<file path="src/rtl/ksel_pkg.sv">
package ksel_pkg;
  typedef enum logic {
    ST_IDLE = 1'b0,
    ST_RUN  = 1'b1
  } ksel_state_e;
endpackage

</file>
<file path="src/rtl/ksel_popcount.sv">
module ksel_popcount #(
  parameter int LANES = 8
) (
  input  logic [LANES-1:0]         bits_i,
  output logic [$clog2(LANES):0]   sum_o
);
  localparam int CNTW  = $clog2(LANES) + 1;
  localparam int NODES = 2 * LANES - 1;

  // heap layout: node n has children 2n+1 and 2n+2, leaves at LANES-1 and up
  logic [CNTW-1:0] node [NODES];

  genvar g;
  generate
    for (g = 0; g < LANES; g++) begin : g_leaf
      assign node[LANES-1+g] = CNTW'(bits_i[g]);
    end
    for (g = 0; g < LANES - 1; g++) begin : g_add
      assign node[g] = node[2*g+1] + node[2*g+2];
    end
  endgenerate

  assign sum_o = node[0];
endmodule

</file>
<file path="src/rtl/ksel_leaf_bank.sv">
module ksel_leaf_bank #(
  parameter int LANES = 8
) (
  input  logic             clk,
  input  logic             rst_n,
  input  logic             clear_i,
  input  logic             apply_i,
  input  logic             keep_ones_i,
  input  logic [LANES-1:0] bits_i,
  output logic [LANES-1:0] live_o,
  output logic [LANES-1:0] live_next_o
);
  logic [LANES-1:0] live_q;
  logic [LANES-1:0] live_d;
  logic             live_en;

  always_comb begin
    live_d  = live_q;
    live_en = clear_i | apply_i;
    if (clear_i) begin
      live_d = '1;
    end else if (apply_i) begin
      live_d = live_q & (keep_ones_i ? bits_i : ~bits_i);
    end
  end

  always_ff @(posedge clk or negedge rst_n) begin
    if (!rst_n) begin
      live_q <= '1;
    end else if (live_en) begin
      live_q <= live_d;
    end
  end

  assign live_o      = live_q;
  assign live_next_o = live_d;
endmodule

</file>
<file path="src/rtl/ksel_low_enc.sv">
module ksel_low_enc #(
  parameter int LANES = 8
) (
  input  logic [LANES-1:0]         req_i,
  output logic [$clog2(LANES)-1:0] idx_o
);
  localparam int IDXW = $clog2(LANES);

  always_comb begin
    idx_o = '0;
    for (int i = LANES - 1; i >= 0; i--) begin
      if (req_i[i]) idx_o = IDXW'(i);
    end
  end
endmodule

</file>
<file path="src/rtl/ksel_root.sv">
module ksel_root
  import ksel_pkg::*;
#(
  parameter int LANES = 8,
  parameter int WIDTH = 8
) (
  input  logic                     clk,
  input  logic                     rst_n,
  input  logic                     start_i,
  input  logic [$clog2(LANES):0]   rank_i,
  input  logic                     bits_vld_i,
  input  logic [$clog2(LANES):0]   ones_i,
  input  logic [$clog2(LANES)-1:0] low_idx_i,
  output logic                     apply_o,
  output logic                     keep_ones_o,
  output logic                     done_o,
  output logic [$clog2(LANES)-1:0] index_o,
  output logic [$clog2(LANES):0]   cnt_o,
  output logic [$clog2(LANES):0]   rank_o,
  output logic                     busy_o
);
  localparam int IDXW = $clog2(LANES);
  localparam int CNTW = IDXW + 1;
  localparam int PLW  = $clog2(WIDTH + 1);

  ksel_state_e     state_q, state_d;
  logic [CNTW-1:0] cnt_q, cnt_d;
  logic [CNTW-1:0] rank_q, rank_d;
  logic [PLW-1:0]  plane_q, plane_d;
  logic            done_q, done_d;
  logic [IDXW-1:0] index_q, index_d;

  logic [CNTW-1:0] zeros;
  logic            go_zero;
  logic            take;
  logic            last_plane;
  logic            finish;
  logic            ctl_en;

  assign zeros      = cnt_q - ones_i;
  assign go_zero    = (zeros >= rank_q);
  assign take       = (state_q == ST_RUN) && bits_vld_i && !start_i;
  assign last_plane = (plane_q == PLW'(WIDTH - 1));

  always_comb begin
    state_d = state_q;
    cnt_d   = cnt_q;
    rank_d  = rank_q;
    plane_d = plane_q;
    finish  = 1'b0;
    if (start_i) begin
      state_d = ST_RUN;
      cnt_d   = CNTW'(LANES);
      rank_d  = rank_i;
      plane_d = '0;
    end else if (take) begin
      plane_d = plane_q + PLW'(1);
      if (go_zero) begin
        cnt_d = zeros;
      end else begin
        cnt_d  = ones_i;
        rank_d = rank_q - zeros;
      end
      finish = (cnt_d == CNTW'(1)) || last_plane;
      if (finish) state_d = ST_IDLE;
    end
  end

  assign ctl_en  = start_i | take;
  assign done_d  = finish;
  assign index_d = finish ? low_idx_i : index_q;

  always_ff @(posedge clk or negedge rst_n) begin
    if (!rst_n) begin
      state_q <= ST_IDLE;
      cnt_q   <= CNTW'(LANES);
      rank_q  <= CNTW'(1);
      plane_q <= '0;
    end else if (ctl_en) begin
      state_q <= state_d;
      cnt_q   <= cnt_d;
      rank_q  <= rank_d;
      plane_q <= plane_d;
    end
  end

  always_ff @(posedge clk or negedge rst_n) begin
    if (!rst_n) begin
      done_q  <= 1'b0;
      index_q <= '0;
    end else begin
      done_q  <= done_d;
      index_q <= index_d;
    end
  end

  assign apply_o     = take;
  assign keep_ones_o = !go_zero;
  assign done_o      = done_q;
  assign index_o     = index_q;
  assign cnt_o       = cnt_q;
  assign rank_o      = rank_q;
  assign busy_o      = (state_q == ST_RUN);
endmodule

</file>
<file path="src/rtl/kth_select_top.sv">
module kth_select_top #(
  parameter int LANES = 8,
  parameter int WIDTH = 8
) (
  input  logic                     clk,
  input  logic                     rst_n,
  input  logic                     start_i,
  input  logic [$clog2(LANES):0]   rank_i,
  input  logic [LANES-1:0]         bits_i,
  input  logic                     bits_vld_i,
  output logic                     done_o,
  output logic [$clog2(LANES)-1:0] index_o
);
  localparam int IDXW = $clog2(LANES);
  localparam int CNTW = IDXW + 1;

  logic [LANES-1:0] live_q;
  logic [LANES-1:0] live_next;
  logic [LANES-1:0] live_bits;
  logic [CNTW-1:0]  ones;
  logic [IDXW-1:0]  low_idx;
  logic             apply;
  logic             keep_ones;
  logic [CNTW-1:0]  cnt_w;
  logic [CNTW-1:0]  rank_w;
  logic             busy_w;

  assign live_bits = bits_i & live_q;

  ksel_leaf_bank #(.LANES(LANES)) u_leaves (
    .clk        (clk),
    .rst_n      (rst_n),
    .clear_i    (start_i),
    .apply_i    (apply),
    .keep_ones_i(keep_ones),
    .bits_i     (bits_i),
    .live_o     (live_q),
    .live_next_o(live_next)
  );

  ksel_popcount #(.LANES(LANES)) u_count (
    .bits_i(live_bits),
    .sum_o (ones)
  );

  ksel_low_enc #(.LANES(LANES)) u_enc (
    .req_i(live_next),
    .idx_o(low_idx)
  );

  ksel_root #(.LANES(LANES), .WIDTH(WIDTH)) u_root (
    .clk        (clk),
    .rst_n      (rst_n),
    .start_i    (start_i),
    .rank_i     (rank_i),
    .bits_vld_i (bits_vld_i),
    .ones_i     (ones),
    .low_idx_i  (low_idx),
    .apply_o    (apply),
    .keep_ones_o(keep_ones),
    .done_o     (done_o),
    .index_o    (index_o),
    .cnt_o      (cnt_w),
    .rank_o     (rank_w),
    .busy_o     (busy_w)
  );
endmodule

</file>
<file path="config.mk">
export PLATFORM = sky130hd
export DESIGN_NAME = kth_select_top
export DESIGN_NICKNAME = d
export VERILOG_FILES = /design/src/rtl/ksel_pkg.sv /design/src/rtl/ksel_popcount.sv /design/src/rtl/ksel_leaf_bank.sv /design/src/rtl/ksel_low_enc.sv /design/src/rtl/ksel_root.sv /design/src/rtl/kth_select_top.sv
export SDC_FILE = /design/constraint.sdc
export NUM_CORES = 1
export LEC_CHECK = 0
export ABC_AREA = 1
export BUFFER_PORTS_ARGS = -buffer_cell sky130_fd_sc_hd__buf_2
export CAP_MARGIN = 0
export CORE_ASPECT_RATIO = 1.5
export CORE_MARGIN = 4
export CORE_UTILIZATION = 59
export DETAILED_ROUTE_END_ITERATION = 10
export PLACE_DENSITY = 0.91
export RECOVER_POWER = 50
export SLEW_MARGIN = 40
export SYNTH_ARGS = -nofsm -noshare
export SYNTH_HDL_FRONTEND = slang
export SYNTH_HIERARCHICAL = 1
export SYNTH_SLANG_ARGS = --single-unit
</file>
<file path="constraint.sdc">
create_clock -name clk -period 5.3 [get_ports clk]
set_input_delay 1.06 -clock clk [delete_from_list [all_inputs] [get_ports clk]]
set_output_delay 1.06 -clock clk [all_outputs]
set_load 0.02 [all_outputs]
</file>
==> results.md, run 1 <==
* Crit path DAT at 5.52 ns
* Hold Crit Depth at 2
* Placed cell count at 347
* Fraction of final layout cells with drive strength greater than 1 at 0.372
* Buffers added on ports at 19
* Global-route wire length before repair at about 7.9 mm
* WL final at about 5.2 mm
* Area contributors post-synth: sky130_fd_sc_hd__dfrtp_1 19%, sky130_fd_sc_hd__nand2_1 18%, sky130_fd_sc_hd__dfstp_2 13%
* Final clock skew at roughly 0.0025 ns
* Number of max-cap violations at 0
* Worst setup slack for register-to-register paths at approximately 0.41 ns
* Count of final setup violators at 2
* Number of hold buffers added after CTS at 0
* Number of rows in the core area at 25
* Post-detailed-route via-to-cell ratio at about 5.4
* Clock buffer count from CTS at 3
* Slowest stage cell on the critical path: sky130_fd_sc_hd__fa_1
* CTS H-tree depth at 1
* Longest Clk Path Bufs at 2
* Synthesized netlist cell count at roughly 270
* Clock root buffer: sky130_fd_sc_hd__clkbuf_8
* Final worst path period share at 1.01
* Number of library cell types mapped by synthesis at 29
* Fin worst setup slack at -0.0559 ns
* Hold Crit Endpoint: u_leaves/live_o[6]$_DFFE_PN1P_
* Number of detailed-routing iterations run before antenna repair at 4
* Die W at between 50 and 60 um
* Number of cell instances on the worst register-to-register path at 31
* Area post-placement at about 2300 um2
* Average wire length per cell after detail routing at 14.6 um
* Final estimated routing congestion in global placement at ~0.86
* Filler-free cell count of the finished design at around 350
* Sort of element at the end of the critical path: register
* Vias at between 1,500 and 2,000
* Crit path launch type: input pin
* Final #Nets at 349
* Hold wc startpoint: u_leaves/live_o[6]$_DFFE_PN1P_
* Max FO, Critical Path at 7
* Layout Utilization at 0.795
* Clock tree sinks at 25
* Worst hold-check path type: reg2reg
* Top cell type's share of synthesized area at 0.191
* Max-slew violation count at 0
* Tmin final at 5.36 ns
* Yosys reg bits at 25
* Post-synthesis cell type with the largest combined area: sky130_fd_sc_hd__dfrtp_1
* Synthesis-to-finish area growth at 29.0%
* Peak per-stage delay on the critical path at approximately 0.56 ns
* Number of fillers in the final layout at just over 200
* FF-to-FF Start: u_leaves/live_o[4]$_DFFE_PN1P_
* Category of the most critical setup path: in2reg
* Slew headroom at 0.122
* Mean instance size in the synthesized netlist at ~7.2 um2
* Detailed placement HPWL at 3.63 mm
* Clock latency on the worst-skew pair at 0.27 ns
* Hold Fails Final Rpt at 0
* Antenna-violating nets left at 0
* Total routing resource utilization after global routing at 0.248
* Die boundary height at between 70 and 80 um
* Critical Path Most Common Cell: sky130_fd_sc_hd__nand2_2
* Initial antenna violation count at 0
* Violations in the final reports: setup timing
* Syn Std Cell Area at around 2000 um2
* Syn Nets at between 300 and 400
* Proportion of synthesized chip area in sequential cells at 0.325
* Data required time at the worst endpoint at 5.46 ns
* RSZ-0062 raised after global routing: true
* Starting density of the core at 0.616
* Worst-path clk slew at 0.08 ns
* Largest net degree at the start of global routing at 26
* GR Overflow Total at 0
* Top-Level Pins at 20
* Run status: complete, but fails checks
* DRC violations left at 0
* Final worst hold slack at 0.491 ns
* Vias in the first global route at 1,902
* TritonCTS clock tree: done
* Die footprint at 4340 um2
* Endpoint of the most critical register-to-register path: u_root/index_o[2]$_DFFE_PN0P_
* Floorplan Core Area at approximately 3200 um2
* Iter 0 DRT Violations at 55
* Yosys warnings at 6
* Least-Margin Pin Slew at ~1.3 ns
* Highest Clock Rate at ~0.19 GHz
* Final design instance area without fill at ~2500 um2
* Number of inserted diodes at 0
registers in the layout, summed over array words and instances (netlist names):
name	count
u_root/busy_o	1
u_root/plane_q	4
u_leaves/live_o	8
u_root/cnt_o	4
u_root/done_o	1
u_root/index_o	3
u_root/rank_o	4
area by class of cell:
cell class,instances,area (um2),share of cell area
Multi-Input combinational cell,186,1290,0.510
Sequential cell,25,638,0.252
Timing Repair Buffer,40,280,0.111
Inverter,57,229,0.0903
Tap cell,40,50.0,0.0197
Clock buffer,4,45.0,0.0178
through the flow:
step,setup TNS [ns],setup WS [ns]
3_3_place_gp,-0.507,-0.206
4_1_cts,0,0.000874
6_report,-0.0603,-0.0559
5_1_grt,-0.567,-0.234
3_5_place_dp,-0.906,-0.337
2_1_floorplan,-0.00312,-0.00312
what timing repair did:
| action | 4_1_cts | 5_1_grt |
|---|---|---|
| endpoints found under the setup margin | 3 | 3 |
| pin swaps | 2 | 24 |
| gates resized for setup | 2 | 51 |
| setup buffers | 0 | 1 |
synth_stat cells (all sizes together):
master and number:
o21bai 2, inv 57, or2 3, nor2 14
o21ai 12, nand4 2, dfrtp 15, ha 14
fa 6, buf 4, nor3b 1, nand2 97
nor3 1, xor2 1, xnor2 3, a21oi 7
nand3 22, dfstp 10, a22o 1
critical path, delay by kind of cell:
kind,cells,cell delay [ns]
AOI/OAI and AO/OA,1,0.18
adders and majority gates,7,2.37
buffers and inverters,8,0.49
and+or+nand+nor,16,1.42
placed cells by master, fill, tap and decap left out, types with 2 or more instances in the layout:
cell	n
sky130_fd_sc_hd__ha_4	5
sky130_fd_sc_hd__o21ai_0	12
sky130_fd_sc_hd__ha_1	8
sky130_fd_sc_hd__xnor2_1	2
sky130_fd_sc_hd__clkbuf_8	3
sky130_fd_sc_hd__inv_8	2
sky130_fd_sc_hd__nand2_1	71
sky130_fd_sc_hd__clkbuf_1	2
sky130_fd_sc_hd__dfrtp_1	15
sky130_fd_sc_hd__nand3_4	2
sky130_fd_sc_hd__nand2_4	7
sky130_fd_sc_hd__fa_1	5
sky130_fd_sc_hd__buf_4	20
sky130_fd_sc_hd__or2_1	2
sky130_fd_sc_hd__nor2_1	11
sky130_fd_sc_hd__inv_2	13
sky130_fd_sc_hd__a21oi_1	6
sky130_fd_sc_hd__nand2_2	19
sky130_fd_sc_hd__nor2_2	2
sky130_fd_sc_hd__dfstp_2	10
sky130_fd_sc_hd__buf_6	5
sky130_fd_sc_hd__nand4_1	2
sky130_fd_sc_hd__buf_2	14
sky130_fd_sc_hd__inv_1	42
sky130_fd_sc_hd__nand3_2	5
sky130_fd_sc_hd__nand3_1	15
worst max path at each step:
stage | startpoint | slack [ns] | end | cells after the start
6_report | bits_i[5] | -0.06 | u_root/index_o[2]$_DFFE_PN0P_ | 32
5_1_grt | bits_i[6] | -0.23 | u_root/index_o[2]$_DFFE_PN0P_ | 32
2_1_floorplan | bits_i[3] | -0.003 | u_root/index_o[2]$_DFFE_PN0P_ | 32
3_5_place_dp | bits_i[3] | -0.34 | u_root/index_o[2]$_DFFE_PN0P_ | 31
4_1_cts | bits_i[3] | 0.0009 | u_root/index_o[0]$_DFFE_PN0P_ | 35
3_3_place_gp | bits_i[3] | -0.21 | u_root/index_o[2]$_DFFE_PN0P_ | 31
layer usage:
metal,wire [um],GRT usage,vias to the layer above
met5,0,0,-
met2,2910,0.431,66
met1,1830,0.269,905
li1,-,-,909
met4,198,0.141,0
met3,212,0.0380,21
cells by family (layout without fill, tap and decap cells):
| logic type | count (synthesis) | in the layout | synth area share |
|---|---|---|---|
| AOI/OAI and AO/OA | 22 | 22 | 0.0662 |
| buffers and inverters | 61 | 101 | 0.122 |
| DFF | 25 | 25 | 0.325 |
| adders and majority gates | 20 | 20 | 0.150 |
| xor gates and xnor gates | 4 | 4 | 0.0178 |
| and+or+nand+nor | 140 | 140 | 0.318 |
Power of run 1 is not shown: default switching activity piles up to over one toggle a cycle in this logic, so the estimate is an artifact.
==> run 2: changes to the inputs <==
--- a/config.mk
+++ b/config.mk
@@ -10,9 +10,9 @@
 export CAP_MARGIN = 0
 export CORE_ASPECT_RATIO = 1.5
 export CORE_MARGIN = 4
-export CORE_UTILIZATION = 59
+export CORE_UTILIZATION = 35
 export DETAILED_ROUTE_END_ITERATION = 10
-export PLACE_DENSITY = 0.91
+export PLACE_DENSITY = 0.63
 export RECOVER_POWER = 50
 export SLEW_MARGIN = 40
 export SYNTH_ARGS = -nofsm -noshare
==> run 2 against run 1 <==
Compared with the run above:
- the flow now finishes without violations
- cell count grew 8.0%
- via count down 10%
- critical path depth decreased by 3
- sequential cell count is the same
- worst hold slack got worse by 0.020 ns
- maximum frequency increased by 2.1%
- global-route usage down 13 points
- clock-buffer cell count down 1
- first-iteration DRC count up 18%
- routed wire length decreased by 21%
- worst setup slack better by 0.11 ns
- highest routed layer unchanged
==> results.md, run 2 (synthesis gave the netlist of run 1 again) <==
* Run status: finished, final reports clean
* Buffers and inverters on the worst path at 7
* Crit path depth at 29
* RSZ-0062 raised after global routing: true
* Clock latency on the worst-skew pair at roughly 0.26 ns
* Hold Crit Depth at 2
* Top cell family by delay on the critical path: adder cells
* Hold Fails Final Rpt at 0
* Count of final setup violators at 0
* Worst setup slack for register-to-register paths at ~0.55 ns
* CTS H-tree depth at 1
* Number of max-cap violations at 0
* Final worst hold slack at approximately 0.47 ns
* Crit path DAT at approximately 5.5 ns
* Die W at ~70 um
* Synthesis-to-finish area growth at 26.5%
* Peak per-stage delay on the critical path at about 0.54 ns
* Category of the most critical setup path: in2reg
* Vias at 1,702
* Floorplan Core Area at between 5000 and 6000 um2
* Final clock skew at between 0.005 and 0.006 ns
* WL final at 4.05 mm
* Worst-path clk slew at 0.09 ns
* Die footprint at ~7000 um2
* Layout Utilization at 0.456
* TritonCTS clock tree: done
* Commonest cells after routing, fill and taps aside: 80 x sky130_fd_sc_hd__nand2_1, 46 x sky130_fd_sc_hd__inv_1, 18 x sky130_fd_sc_hd__buf_4
* Slowest stage cell on the critical path: sky130_fd_sc_hd__fa_1
* Least-Margin Pin Slew at 1.30 ns
* Crit path launch type: input pin
* Critical Path Most Common Cell: sky130_fd_sc_hd__nand2_2
* Highest Clock Rate at roughly 0.19 GHz
* Number of inserted diodes at 0
* Clock buffer count from CTS at 3
* Clock root buffer: sky130_fd_sc_hd__clkbuf_8
* Max-slew violation count at 0
* Slew headroom at 0.133
* Fraction of final layout cells with drive strength greater than 1 at 0.332
* Sort of element at the end of the critical path: register
* Flip-flop count of the largest register, all copies and words added at 8
* Post-detailed-route via-to-cell ratio at approximately 4.5
* Data required time at the worst endpoint at between 5 and 6 ns
* Worst setup path startpoint: bits_i[4]
* Top-Level Pins at 20
* Worst hold-check path type: reg2reg
* Buffers added on ports at 19
* Largest net degree at the start of global routing at 26
* Total routing resource utilization after global routing at 0.117
* Max FO, Critical Path at 7
* FF-to-FF Start: u_leaves/live_o[5]$_DFFE_PN1P_
* Placed cell count at roughly 380
* Endpoint of the most critical register-to-register path: u_root/index_o[2]$_DFFE_PN0P_
* Vias in the first global route at 1,647
* Tmin final at about 5.2 ns
* Global-route wire length before repair at 6.69 mm
* Number of cell instances on the worst register-to-register path at 28
* Last element of the critical path: u_root/index_o[2]$_DFFE_PN0P_
* Die boundary height at roughly 100 um
* Starting density of the core at 0.360
* Iter 0 DRT Violations at 65
* Final worst path period share at 0.990
* Detailed placement HPWL at about 3.2 mm
* DRC violations left at 0
* Filler-free cell count of the finished design at 380
* Antenna-violating nets left at 0
* Clock tree sinks at 25
* GR Overflow Total at 0
* Longest Clk Path Bufs at 2
* Number of detailed-routing iterations run before antenna repair at 4
* Final estimated routing congestion in global placement at 0.790
* Initial antenna violation count at 0
* Most common library cell in the layout ignoring fill and taps: sky130_fd_sc_hd__nand2_1
* Final #Nets at ~350
* Number of rows in the core area at 33
* Average wire length per cell after detail routing at approximately 11 um
[run 2: changes by cell type in the layout (fill, tap and decap cells not counted), moves of 2 or more]
cell	before	now
sky130_fd_sc_hd__buf_2	14	16
sky130_fd_sc_hd__inv_6	0	2
sky130_fd_sc_hd__buf_6	5	3
sky130_fd_sc_hd__inv_1	42	46
sky130_fd_sc_hd__nand2_4	7	3
sky130_fd_sc_hd__inv_2	13	9
sky130_fd_sc_hd__nand2_1	71	80
sky130_fd_sc_hd__buf_4	20	18
sky130_fd_sc_hd__inv_8	2	0
sky130_fd_sc_hd__nand2_2	19	14
[run 2: metal layers]
metal | wire length (um) | vias up | track usage | part of all wire
met5 | 0 | - | 0 | 0
met4 | 36 | 0 | 0.0391 | 0.0089
met3 | 60 | 4 | 0.0121 | 0.015
met2 | 2070 | 18 | 0.215 | 0.51
met1 | 1880 | 774 | 0.142 | 0.46
li1 | - | 906 | - | -
[run 2: layout make-up]
class	count	area (um2)
fillers	554	2970
multi-input cells	186	1240
flip-flops and latches	25	638
repair buffers	38	253
inverters	57	224
well taps	70	87.6
clock buffers	3	41.3
clock inverters	1	5.00
[run 2: worst min-delay path by stage]
stage	to	startpoint	slack [ns]
after detailed placement	u_root/rank_o[2]$_DFFE_PN0P_	u_root/rank_o[2]$_DFFE_PN0P_	0.48
after floorplan	u_root/rank_o[2]$_DFFE_PN0P_	u_root/rank_o[2]$_DFFE_PN0P_	0.45
after global placement	u_leaves/live_o[7]$_DFFE_PN1P_	u_leaves/live_o[7]$_DFFE_PN1P_	0.47
after global routing	u_leaves/live_o[6]$_DFFE_PN1P_	u_leaves/live_o[6]$_DFFE_PN1P_	0.50
final	u_leaves/live_o[6]$_DFFE_PN1P_	u_leaves/live_o[6]$_DFFE_PN1P_	0.47
after CTS	u_leaves/live_o[7]$_DFFE_PN1P_	u_leaves/live_o[7]$_DFFE_PN1P_	0.49
[run 2: worst min-delay path, delay by kind of cell (launching register included)]
kind          cells  cell delay [ns]
flops             1             0.38
simple gates      2             0.09
[run 2: per-stage QoR]
stage	area (um2)	setup TNS, ns	setup WS (ns)
after floorplan	2050	-0.00312	-0.00312
after global placement	2340	-0.595	-0.258
after detailed placement	2340	-0.666	-0.280
after CTS	2390	0	0.0342
after global routing	2480	-0.301	-0.145
final	2480	0	0.0539
[run 2: repair_timing]
action,in CTS,in global routing
setup buffers,0,1
resized for setup,2,27
endpoints found under the setup margin,1,3
hold buffers,0,0
pin swaps,0,26
Power of run 2 is left out for the same reason.
